==> src/rtl/rxc_pkg.sv <==
package rxc_pkg;
    // Zero padding bits that precede the control fields in a payload
    localparam int PAD_BITS = 5;
    // Number of live control bits
    localparam int CFG_BITS = 6;
    localparam int CTRL_W   = PAD_BITS + CFG_BITS;

    typedef struct packed {
        logic       save_mode;
        logic       seg_blank;
        logic       bias_half;
        logic [2:0] port_sel;
    } ctrl_t;
endpackage

==> src/rtl/rxc_sync.sv <==
module rxc_sync #(
    parameter int W      = 3,
    parameter int STAGES = 2
) (
    input  logic         clk,
    input  logic         rst_n,
    input  logic [W-1:0] d,
    output logic [W-1:0] q
);
    logic [W-1:0] st_q [STAGES];

    for (genvar s = 0; s < STAGES; s++) begin : g_stage
        logic [W-1:0] st_d;
        if (s == 0) begin : g_first
            assign st_d = d;
        end else begin : g_next
            assign st_d = st_q[s-1];
        end
        always_ff @(posedge clk or negedge rst_n) begin
            if (!rst_n) st_q[s] <= '0;
            else        st_q[s] <= st_d;
        end
    end

    assign q = st_q[STAGES-1];
endmodule

==> src/rtl/rxc_frame.sv <==
module rxc_frame #(
    parameter int          ADDR_W   = 8,
    parameter logic [7:0]  DEV_ADDR = 8'h44,
    parameter int          DISP_W   = 44
) (
    input  logic clk,
    input  logic rst_n,
    input  logic ce,
    input  logic sck,
    input  logic dat,
    output logic cmt_lo,
    output logic cmt_hi,
    output logic [DISP_W+rxc_pkg::CTRL_W:0] pay
);
    import rxc_pkg::*;
    localparam int PAY_W = DISP_W + CTRL_W + 1;
    localparam int CNT_W = $clog2(PAY_W + 2);
    localparam logic [CNT_W-1:0] CNT_FULL = CNT_W'(PAY_W);
    localparam logic [CNT_W-1:0] CNT_MAX  = CNT_W'(PAY_W + 1);

    typedef struct packed {
        logic [ADDR_W-1:0] addr;
        logic [PAY_W-1:0]  pay;
        logic [CNT_W-1:0]  cnt;
        logic              match;
        logic              ce_p;
        logic              sck_p;
    } st_t;

    st_t s_d, s_q;
    logic sck_rise, ce_rise, ce_fall, good, dir, fixed_zero;

    always_comb begin
        s_d      = s_q;
        s_d.ce_p  = ce;
        s_d.sck_p = sck;
        sck_rise = sck & ~s_q.sck_p;
        ce_rise  = ce & ~s_q.ce_p;
        ce_fall  = ~ce & s_q.ce_p;
        if (ce_rise) begin
            s_d.match = (s_q.addr == DEV_ADDR[ADDR_W-1:0]);
            s_d.cnt   = '0;
        end else if (ce_fall) begin
            s_d.match = 1'b0;
        end else if (sck_rise) begin
            if (!ce) begin
                s_d.addr = {dat, s_q.addr[ADDR_W-1:1]};
            end else if (s_q.match) begin
                s_d.pay = {dat, s_q.pay[PAY_W-1:1]};
                if (s_q.cnt != CNT_MAX) s_d.cnt = s_q.cnt + 1'b1;
            end
        end
        good       = ce_fall & s_q.match & (s_q.cnt == CNT_FULL);
        dir        = s_q.pay[PAY_W-1];
        fixed_zero = (s_q.pay[PAY_W-2:DISP_W] == '0);
        cmt_lo     = good & ~dir;
        cmt_hi     = good & dir & fixed_zero;
    end

    always_ff @(posedge clk or negedge rst_n) begin
        if (!rst_n) s_q <= '0;
        else        s_q <= s_d;
    end

    assign pay = s_q.pay;


    cnt_bound_chk: assert property (@(posedge clk) disable iff (!rst_n)
        s_q.cnt <= CNT_MAX);

    one_commit_chk: assert property (@(posedge clk) disable iff (!rst_n)
        !(cmt_lo && cmt_hi));

    commit_on_fall_chk: assert property (@(posedge clk) disable iff (!rst_n)
        (cmt_lo || cmt_hi) |-> ($past(ce) && !ce));
endmodule

==> src/rtl/rxc_banks.sv <==
module rxc_banks #(
    parameter int DISP_W = 44
) (
    input  logic clk,
    input  logic rst_n,
    input  logic cmt_lo,
    input  logic cmt_hi,
    input  logic [DISP_W+rxc_pkg::CTRL_W:0] pay,
    output logic [DISP_W-1:0] disp_lo,
    output logic [DISP_W-1:0] disp_hi,
    output rxc_pkg::ctrl_t    ctrl,
    output logic upd_lo,
    output logic upd_hi
);
    import rxc_pkg::*;
    localparam int CFG_LSB = DISP_W + PAD_BITS;

    typedef struct packed {
        logic [DISP_W-1:0] lo;
        logic [DISP_W-1:0] hi;
        ctrl_t             cf;
        logic              s_lo;
        logic              s_hi;
    } bk_t;

    bk_t b_d, b_q;

    always_comb begin
        b_d      = b_q;
        b_d.s_lo = cmt_lo;
        b_d.s_hi = cmt_hi;
        if (cmt_lo) begin
            b_d.lo = pay[DISP_W-1:0];
            b_d.cf = ctrl_t'(pay[CFG_LSB +: CFG_BITS]);
        end
        if (cmt_hi) begin
            b_d.hi = pay[DISP_W-1:0];
        end
    end

    always_ff @(posedge clk or negedge rst_n) begin
        if (!rst_n) b_q <= '0;
        else        b_q <= b_d;
    end

    assign disp_lo = b_q.lo;
    assign disp_hi = b_q.hi;
    assign ctrl    = b_q.cf;
    assign upd_lo  = b_q.s_lo;
    assign upd_hi  = b_q.s_hi;


    lo_pulse_chk: assert property (@(posedge clk) disable iff (!rst_n)
        upd_lo |=> !upd_lo);

    hi_pulse_chk: assert property (@(posedge clk) disable iff (!rst_n)
        upd_hi |=> !upd_hi);

    lo_hold_chk: assert property (@(posedge clk) disable iff (!rst_n)
        !upd_lo |-> ($stable(disp_lo) && $stable(ctrl)));

    hi_hold_chk: assert property (@(posedge clk) disable iff (!rst_n)
        !upd_hi |-> $stable(disp_hi));
endmodule

==> src/rtl/addr_frame_rx.sv <==
module addr_frame_rx #(
    parameter int         ADDR_W   = 8,
    parameter logic [7:0] DEV_ADDR = 8'h44,
    parameter int         DISP_W   = 44,
    parameter int         SYNC_N   = 2
) (
    input  logic              clk,
    input  logic              rst_n,
    input  logic              ser_en,
    input  logic              ser_clk,
    input  logic              ser_dat,
    output logic [DISP_W-1:0] disp_lo,
    output logic [DISP_W-1:0] disp_hi,
    output logic [2:0]        port_sel,
    output logic              bias_half,
    output logic              seg_blank,
    output logic              save_mode,
    output logic              upd_lo,
    output logic              upd_hi
);
    import rxc_pkg::*;
    localparam int PAY_W = DISP_W + CTRL_W + 1;

    logic [2:0]       sy;
    logic             cmt_lo, cmt_hi;
    logic [PAY_W-1:0] pay;
    ctrl_t            ctrl;

    rxc_sync #(.W(3), .STAGES(SYNC_N)) u_sync (
        .clk(clk), .rst_n(rst_n),
        .d({ser_en, ser_clk, ser_dat}), .q(sy)
    );

    rxc_frame #(.ADDR_W(ADDR_W), .DEV_ADDR(DEV_ADDR), .DISP_W(DISP_W)) u_frame (
        .clk(clk), .rst_n(rst_n),
        .ce(sy[2]), .sck(sy[1]), .dat(sy[0]),
        .cmt_lo(cmt_lo), .cmt_hi(cmt_hi), .pay(pay)
    );

    rxc_banks #(.DISP_W(DISP_W)) u_banks (
        .clk(clk), .rst_n(rst_n),
        .cmt_lo(cmt_lo), .cmt_hi(cmt_hi), .pay(pay),
        .disp_lo(disp_lo), .disp_hi(disp_hi), .ctrl(ctrl),
        .upd_lo(upd_lo), .upd_hi(upd_hi)
    );

    assign port_sel  = ctrl.port_sel;
    assign bias_half = ctrl.bias_half;
    assign seg_blank = ctrl.seg_blank;
    assign save_mode = ctrl.save_mode;


    strobe_excl_chk: assert property (@(posedge clk) disable iff (!rst_n)
        !(upd_lo && upd_hi));
endmodule

==> config.mk <==
export PLATFORM = sky130hd
export DESIGN_NAME = addr_frame_rx
export DESIGN_NICKNAME = d
export VERILOG_FILES = /design/src/rtl/rxc_pkg.sv /design/src/rtl/rxc_sync.sv /design/src/rtl/rxc_frame.sv /design/src/rtl/rxc_banks.sv /design/src/rtl/addr_frame_rx.sv
export SDC_FILE = /design/constraint.sdc
export NUM_CORES = 1
export LEC_CHECK = 0
export BUFFER_PORTS_ARGS = -buffer_cell sky130_fd_sc_hd__buf_2
export CAP_MARGIN = 20
export CORE_MARGIN = 4
export CORE_UTILIZATION = 59
export CTS_BUF_LIST = sky130_fd_sc_hd__clkbuf_8
export CTS_CLUSTER_SIZE = 20
export DETAILED_ROUTE_END_ITERATION = 6
export GPL_ROUTABILITY_DRIVEN = 0
export HOLD_SLACK_MARGIN = 0.03
export PLACE_DENSITY = 0.82
export SLEW_MARGIN = 20
export SYNTH_ARGS = -nofsm -noshare
export SYNTH_HDL_FRONTEND = slang
export SYNTH_SLANG_ARGS = --single-unit
==> constraint.sdc <==
create_clock -name clk -period 2.5 [get_ports clk]
set_clock_uncertainty 0.2 [all_clocks]
set_input_delay 0.5 -clock clk [delete_from_list [all_inputs] [get_ports clk]]
set_output_delay 0.5 -clock clk [all_outputs]
set_load 0.01 [all_outputs]
==> results.md, run 1 <==
- Flops & latches, synth: around 180
- Yosys top cell area share: 0.659
- Largest net degree at the start of global routing: 47
- Total gr overflow: 0
- Post-Synth XOR/XNOR Area: 0
- Worst EP required: roughly 2.6 ns
- Hold WC Path Type: reg2reg
- Pre-antenna DRT Iters: 4
- Clock share of power: 0.385
- DR WL met2: a little under 6000 um
- Post-route DRC: 0
- Nets: 536
- Worst endpoint data arrival time: approximately 2.3 ns
- Post-route setup TNS: 0 ns
- Mux contribution to synthesized area: 0.272
- Max Clk Rate: ~450 MHz
- # IOs: 101
- Synth Area in Simple Gates: 0.0277
- DR WL/cell: 17.4 um
- R2R cell count: 7
- Pint: 3.89 mW
- Hold endpoint: u_sync.q[1]
- Cell Pwr Density: 632 nW/um2
- Via/cell ratio: 5.50
- Max-slew violations: 0
- CTS Buffer Depth: 2
- Die area: 13,000 um2
- Combinational share of power: 0.026
- Post-Synthesis Cells: 408
- Slowest-stage cell, CP: dfrtp_1
- Clk sink count: between 150 and 200
- Remaining antenna violation count after routing: 0
- Hold path cells: 0
- Synth top area cells: dfrtp_1 66%, mux2_2 26%, ha_1 0.94%
- Met3 wire length: 621 um
- Sequential group share of total power: 0.589
- Critical path class: reg2reg
- Post-CTS sizing: 0
- Flop2flop setup slack: 0.28 ns
- Adder-Cell Fraction of Synth Area: 0.00942
- Max-Cap Viols: 0
- Fin area: slightly below 8000 um2
- Port Buf Inserts: 100
- CP endpoint kind: register
- LEAKAGE: 4.29 nW
- Switching power: 1.03 mW
- Vias in the first global route: approximately 4,000
- Tot GR Track Use: 0.197
- Postcts setup bufs: 0
- Hold_ws: 0.151 ns
- Post-layout min period: 2.22 ns
- Placed cell areas: 7370 um2
- Slew headroom: 0.712
- Fraction of layout cells with a size suffix above 1: 0.556
- DRT Wirelength: around 12,000 um
- Critical-path cell list: inv_1, ha_1, nand3_1, or2_4, nor3_4, buf_12, mux2_2
- Total number of yosys warnings: 0
- Syn Nets: around 420
- Worst path max stage delay: between 0.4 and 0.5 ns
- Crit Path Max Fanout: 33
- Compound-gate portion of the synthesized area: 0.0107
- Final HPWL DP: 7980 um
- Mapped Avg Cell Area: roughly 16 um2
- Yosys top cell by area: dfrtp_1
- CTS tree: done
- Met1 wire length: approximately 5200 um
- Switch share: 0.210
- Ant. Diodes: 0
- Setup Viol. Count Final: 0
- Initial core utilization: 0.608
- DIE HEIGHT: 114 um
- CP startpoint: u_frame.s_q[4]
- Clock slew at reported path FFs: 0.09 ns
- Startpoint Class: register
- RSZ-0062 raised after global routing: no
- Clock Latency Late Sink: 0.43 ns
- Vias: 3,730
- Synth-to-Final Area Change: 17.3%
- Largest family of logic cells by synthesized area: multiplexers
- R2r startpoint: u_frame.s_q[4]
- Root Buffer: clkbuf_8
- Status: finished clean
- Fillers: 735
- Top sig layer: met4
- Die X: 114 um
- H-tree Lvls: 4
- Core Rows: 38
- Syn Std Cell Area: 6640 um2
- First-pass GRT wire length: 20,300 um
- Peak VDD IR: 0.000451 V
- Worst R2R End: u_banks.disp_hi[41]
- Core area: ~11,000 um2
- Final hold viol count: 0
- Worst-margin pin slew: about 0.43 ns
- Hold Startpoint: u_sync.g_stage[1].st_d[1]
- Unique masters post-synth: 29
- Final Cycle Share: 0.887
- Final core occ: 0.713
- Cts bufs inserted: 17
- Initial antenna violation count: 0
- Post-synthesis sequential area ratio: 0.659
- Iter 0 DRT Violations: approximately 230
-- cells in the final DEF, fill, tap and decap left out, types with 2 or more instances in the layout --
cell type,count
nor4b_1,3
nand4_1,2
nand3_1,2
nand2_1,8
mux2_1,3
bufinv_16,3
nor4_1,2
buf_12,4
nor2_1,3
a21oi_1,2
mux2_2,155
mux2i_1,3
ha_1,5
dlygate4sd3_1,4
buf_4,8
buf_2,99
o21ai_0,5
clkinv_2,3
clkbuf_8,17
dfrtp_1,175
clkinvlp_4,5
inv_1,11
o22ai_1,2
nand4b_1,2
-- how the worst max path moves through the flow --
stage	endpoint	slack, ns	cells past startpoint
final	u_banks.disp_hi[41]	0.28	7
after global routing	u_banks.disp_hi[20]	0.19	7
after CTS	u_banks.disp_hi[20]	0.29	7
after detailed placement	u_banks.disp_hi[26]	0.31	7
after global placement	u_banks.disp_hi[29]	0.38	7
after floorplan	u_banks.disp_hi[10]	0.23	8
-- through the flow --
| stage | setup WS [ns] | total power, mW | instances |
|---|---|---|---|
| floorplan | 0.227 | 3.00 | 408 |
| global route | 0.189 | 5.13 | 678 |
| CTS | 0.287 | 4.99 | 678 |
| detailed placement | 0.311 | 3.09 | 643 |
| global placement | 0.375 | 3.08 | 643 |
| finish | 0.283 | 4.93 | 678 |
-- layout make-up --
type / count / area [um2] / area share
Multi-Input combinational cell: 208 / 2130 / 0.274
Clock inverter: 14 / 154 / 0.0197
Tap cell: 140 / 175 / 0.0225
Sequential cell: 175 / 4380 / 0.562
Inverter: 8 / 30.0 / 0.00385
Timing Repair Buffer: 116 / 687 / 0.0881
Clock buffer: 17 / 234 / 0.0300
-- kinds of logic (layout without fill, tap and decap cells) --
family	count (synthesis)	after routing
buf+inv	25	155
mux	161	161
fa+ha+maj	5	5
compound gates	12	12
flops	175	175
simple gates	30	30
-- Yosys cell counts (all sizes together) --
cell type  count
or4            1
clkbuf         2
and4b          1
nand2          9
o211a          1
ha             5
nand4          2
buf           15
mux2i          3
o21ai          5
nor2           4
dfrtp        175
nor4           2
inv            8
o22ai          2
nor3           2
or2            1
a21oi          2
nor4b          3
and3           1
a22oi          1
nand3          2
nand4b         2
a31oi          1
mux2         158
-- routing by layer --
layer  track usage  vias up
li1              -     1690
met5             0        -
met1         0.273     1942
met3        0.0507        7
met2         0.316       91
met4        0.0538        0
-- state kept, by name (all words and copies together) (netlist names) --
| register | count |
|---|---|
| u_frame.pay | 56 |
| u_banks.disp_hi | 44 |
| u_banks.disp_lo | 44 |
| u_frame.s_q | 17 |
| u_banks.ctrl | 6 |
| u_sync.g_stage.st_d | 3 |
| u_sync.q | 3 |
| u_banks.upd_hi | 1 |
| u_banks.upd_lo | 1 |
-- power groups by stage --
stage          Clock (mW)  Sequential, mW  Combinational (mW)
5_1_grt              2.07            2.91               0.150
3_3_place_gp            0            2.96               0.124
6_report             1.89            2.90               0.129
4_1_cts              1.95            2.90               0.135
3_5_place_dp            0            2.96               0.129
2_1_floorplan           0            2.95              0.0501
-- timing repair --
action,in CTS,in global routing
hold endpoints to repair,44,0
hold buffers,4,0
endpoints found under the setup margin,0,0
-- worst max-delay path: cells and delay by family, from the launching register on --
| kind | cells | cell delay, ns |
|---|---|---|
| adder cells (fa/ha/maj) | 1 | 0.15 |
| buffers and inverters | 2 | 0.34 |
| flip-flops | 1 | 0.42 |
| multiplexers | 1 | 0.37 |
| AND/OR/NAND/NOR | 3 | 0.57 |
Note: power is estimated with default switching activity, not from simulation.
==> inputs of run 2 (changes only) <==
--- a/config.mk
+++ b/config.mk
@@ -7,12 +7,13 @@
 export LEC_CHECK = 0
 export BUFFER_PORTS_ARGS = -buffer_cell sky130_fd_sc_hd__buf_2
 export CAP_MARGIN = 20
-export CORE_MARGIN = 4
+export CORE_MARGIN = 2
 export CORE_UTILIZATION = 59
 export CTS_BUF_LIST = sky130_fd_sc_hd__clkbuf_8
 export CTS_CLUSTER_SIZE = 20
 export DETAILED_ROUTE_END_ITERATION = 6
 export GPL_ROUTABILITY_DRIVEN = 0
+export GPL_TIMING_DRIVEN = 1
 export HOLD_SLACK_MARGIN = 0.03
 export PLACE_DENSITY = 0.82
 export SLEW_MARGIN = 20
==> run 2 against run 1 <==
Critical path depth did not move; design area unchanged; flip-flop and latch count unchanged; first-iteration DRC count down 44%; final cell count grew 0.15%; sequential power about the same; clock power about the same; global-route usage grew 0.78 points; largest power group unchanged; worst hold slack gained 0.0030 ns; worst setup slack gained 0.016 ns; critical endpoint is now u_banks.disp_hi[24]; die area shrank 6.9%; sequential share of layout area unchanged.
==> results.md, run 2 (synthesis results as in run 1) <==
- Worst EP required: 2.63 ns (was 2.61 ns)
- H-tree Lvls: 4 (unchanged)
- Slew headroom: 0.633 (was 0.712)
- Fraction of layout cells with a size suffix above 1: 0.553 (was 0.556)
- RSZ-0062 raised after global routing: no (unchanged)
- Root Buffer: clkbuf_8 (unchanged)
- Max-slew violations: 0 (unchanged)
- Tot GR Track Use: 0.205 (was 0.197)
- Core area: 10,900 um2 (unchanged)
- Leading cell type in the layout, fill and taps excluded: dfrtp_1 (unchanged)
- Startpoint Class: register (unchanged)
- Initial core utilization: 0.608 (unchanged)
- Final hold viol count: 0 (unchanged)
- CP delay by family, top: simple AND/OR/NAND/NOR gates (unchanged)
- CP Buf/Inv Count: 2 (unchanged)
- Clk sink count: 175 (unchanged)
- Post-route setup TNS: 0 ns (unchanged)
- CP endpoint kind: register (unchanged)
- Worst-margin pin slew: 0.550 ns (was 0.432 ns)
- Slowest-stage cell, CP: dfrtp_1 (unchanged)
- Cell Pwr Density: 631 nW/um2 (was 632 nW/um2)
- Worst path depth: 7 (unchanged)
- CP endpoint: u_banks.disp_hi[24] (was u_banks.disp_hi[41])
- Die X: 110 um (was 114 um)
- Pre-antenna DRT Iters: 4 (unchanged)
- Clock slew at reported path FFs: 0.08 ns (was 0.09 ns)
- Dpl cells: 643 (unchanged)
- CTS tree: done (unchanged)
- Via/cell ratio: 5.46 (was 5.50)
- Vias in the first global route: 3,835 (was 4,001)
- Remaining antenna violation count after routing: 0 (unchanged)
- Ant. Diodes: 0 (unchanged)
- Critical-path cell list: inv_1, ha_1, nand3_1, or2_4, nor3_4, buf_12, mux2_2 (unchanged)
- CTS Buffer Depth: 2 (unchanged)
- Cell Count, Final, Fillers Out: 679 (was 678)
- Max-Cap Viols: 0 (unchanged)
- Core Rows: 38 (unchanged)
- Status: finished clean (unchanged)
- Final HPWL DP: 7790 um (was 7980 um)
- Die area: 12,100 um2 (was 13,000 um2)
- Fillers: 756 (was 735)
- R2r startpoint: u_frame.s_q[3] (was u_frame.s_q[4])
- CP startpoint: u_frame.s_q[3] (was u_frame.s_q[4])
- Vias: 3,708 (was 3,730)
- Max Clk Rate: 454 MHz (was 451 MHz)
- Worst R2R End: u_banks.disp_hi[24] (was u_banks.disp_hi[41])
- Synth-to-Final Area Change: 17.3% (unchanged)
- Hold WC Path Type: reg2reg (unchanged)
- DRT Wirelength: 11,600 um (was 11,800 um)
- Nets: 536 (unchanged)
- LEAKAGE: 4.32 nW (was 4.29 nW)
- Crit Path Max Fanout: 33 (unchanged)
- Port Buf Inserts: 100 (unchanged)
- Cts bufs inserted: 17 (unchanged)
- Post-route DRC: 0 (unchanged)
- Peak VDD IR: 0.000504 V (was 0.000451 V)
- Worst endpoint data arrival time: 2.33 ns (about the same)
- Most frequent cells in the layout: 175 x dfrtp_1, 155 x mux2_2, 99 x buf_2 (unchanged)
- Post-CTS sizing: 0 (unchanged)
- Iter 0 DRT Violations: 127 (was 226)
- R2R cell count: 7 (unchanged)
- Total gr overflow: 0 (unchanged)
- Largest net degree at the start of global routing: 59 (was 47)
- Setup Viol. Count Final: 0 (unchanged)
- First-pass GRT wire length: 18,700 um (was 20,300 um)
- Post-layout min period: 2.20 ns (was 2.22 ns)
- Flop2flop setup slack: 0.30 ns (was 0.28 ns)
- Clock Latency Late Sink: 0.45 ns (was 0.43 ns)
- DIE HEIGHT: 110 um (was 114 um)
- DR WL/cell: 17.1 um (was 17.4 um)
- Worst path max stage delay: 0.43 ns (was 0.42 ns)
- Max reg flops: 56 (unchanged)
- # IOs: 101 (unchanged)
- Critical path class: reg2reg (unchanged)
- Final Cycle Share: 0.880 (was 0.887)
- Initial antenna violation count: 0 (unchanged)
-- run 2: changes by cell type in the layout (fill, tap and decap cells not counted) --
cell,before,now
bufinv_16,3,2
clkinvlp_4,5,0
inv_1,11,13
clkinv_2,3,4
clkbuf_8,17,21
-- run 2: cell type report --
| type | count | area [um2] | area share |
|---|---|---|---|
| clock buffer | 21 | 289 | 0.0371 |
| clock inverter | 11 | 98.8 | 0.0127 |
| inverter | 8 | 30.0 | 0.00385 |
| multi-input combinational | 208 | 2130 | 0.274 |
| sequential | 175 | 4380 | 0.562 |
| tap | 140 | 175 | 0.0225 |
| timing repair buffer | 116 | 687 | 0.0881 |
-- run 2: per-stage QoR --
| step | util | total power, mW | setup WS (ns) | cell area [um2] | hold slack (ns) |
|---|---|---|---|---|---|
| floorplan | - | 3.00 | 0.227 | 6640 | 0.00441 |
| global placement | 0.674 | 3.08 | 0.377 | 7370 | 0.135 |
| detailed placement | 0.674 | 3.09 | 0.307 | 7370 | 0.137 |
| CTS | 0.713 | 4.97 | 0.278 | 7790 | 0.155 |
| global route | 0.713 | 5.13 | 0.185 | 7790 | 0.159 |
| finish | 0.713 | 4.92 | 0.299 | 7790 | 0.154 |
-- run 2: worst min path at each step --
| stage | to | slack (ns) | cells past startpoint | startpoint |
|---|---|---|---|---|
| after floorplan | u_banks.ctrl[0] | 0.004 | 0 | rst_n |
| after global placement | u_sync.q[0] | 0.13 | 0 | u_sync.g_stage[1].st_d[0] |
| after detailed placement | u_sync.q[0] | 0.14 | 0 | u_sync.g_stage[1].st_d[0] |
| after CTS | u_sync.q[0] | 0.15 | 0 | u_sync.g_stage[1].st_d[0] |
| after global routing | u_sync.q[0] | 0.16 | 0 | u_sync.g_stage[1].st_d[0] |
| final | u_sync.q[0] | 0.15 | 0 | u_sync.g_stage[1].st_d[0] |
-- run 2: what timing repair did --
| action | in CTS | in global routing |
|---|---|---|
| setup buffers | 0 | 0 |
| endpoints found under the hold margin | 56 | 0 |
| hold buffers | 4 | 0 |
-- run 2: per-layer routing --
metal / vias up / GRT usage / wire (um)
met2: 100 / 0.322 / 5500
met3: 21 / 0.0641 / 724
li1: 1693 / - / -
met4: 0 / 0.0991 / 233
met5: - / 0 / 0
met1: 1894 / 0.261 / 5160
-- run 2: report_power, final --
part	leakage (nW)	internal, mW	switching, mW
Clock	0.222	0.970	0.917
Combinational	1.68	0.0541	0.0757
Sequential	2.42	2.87	0.0298
Total	4.32	3.90	1.02
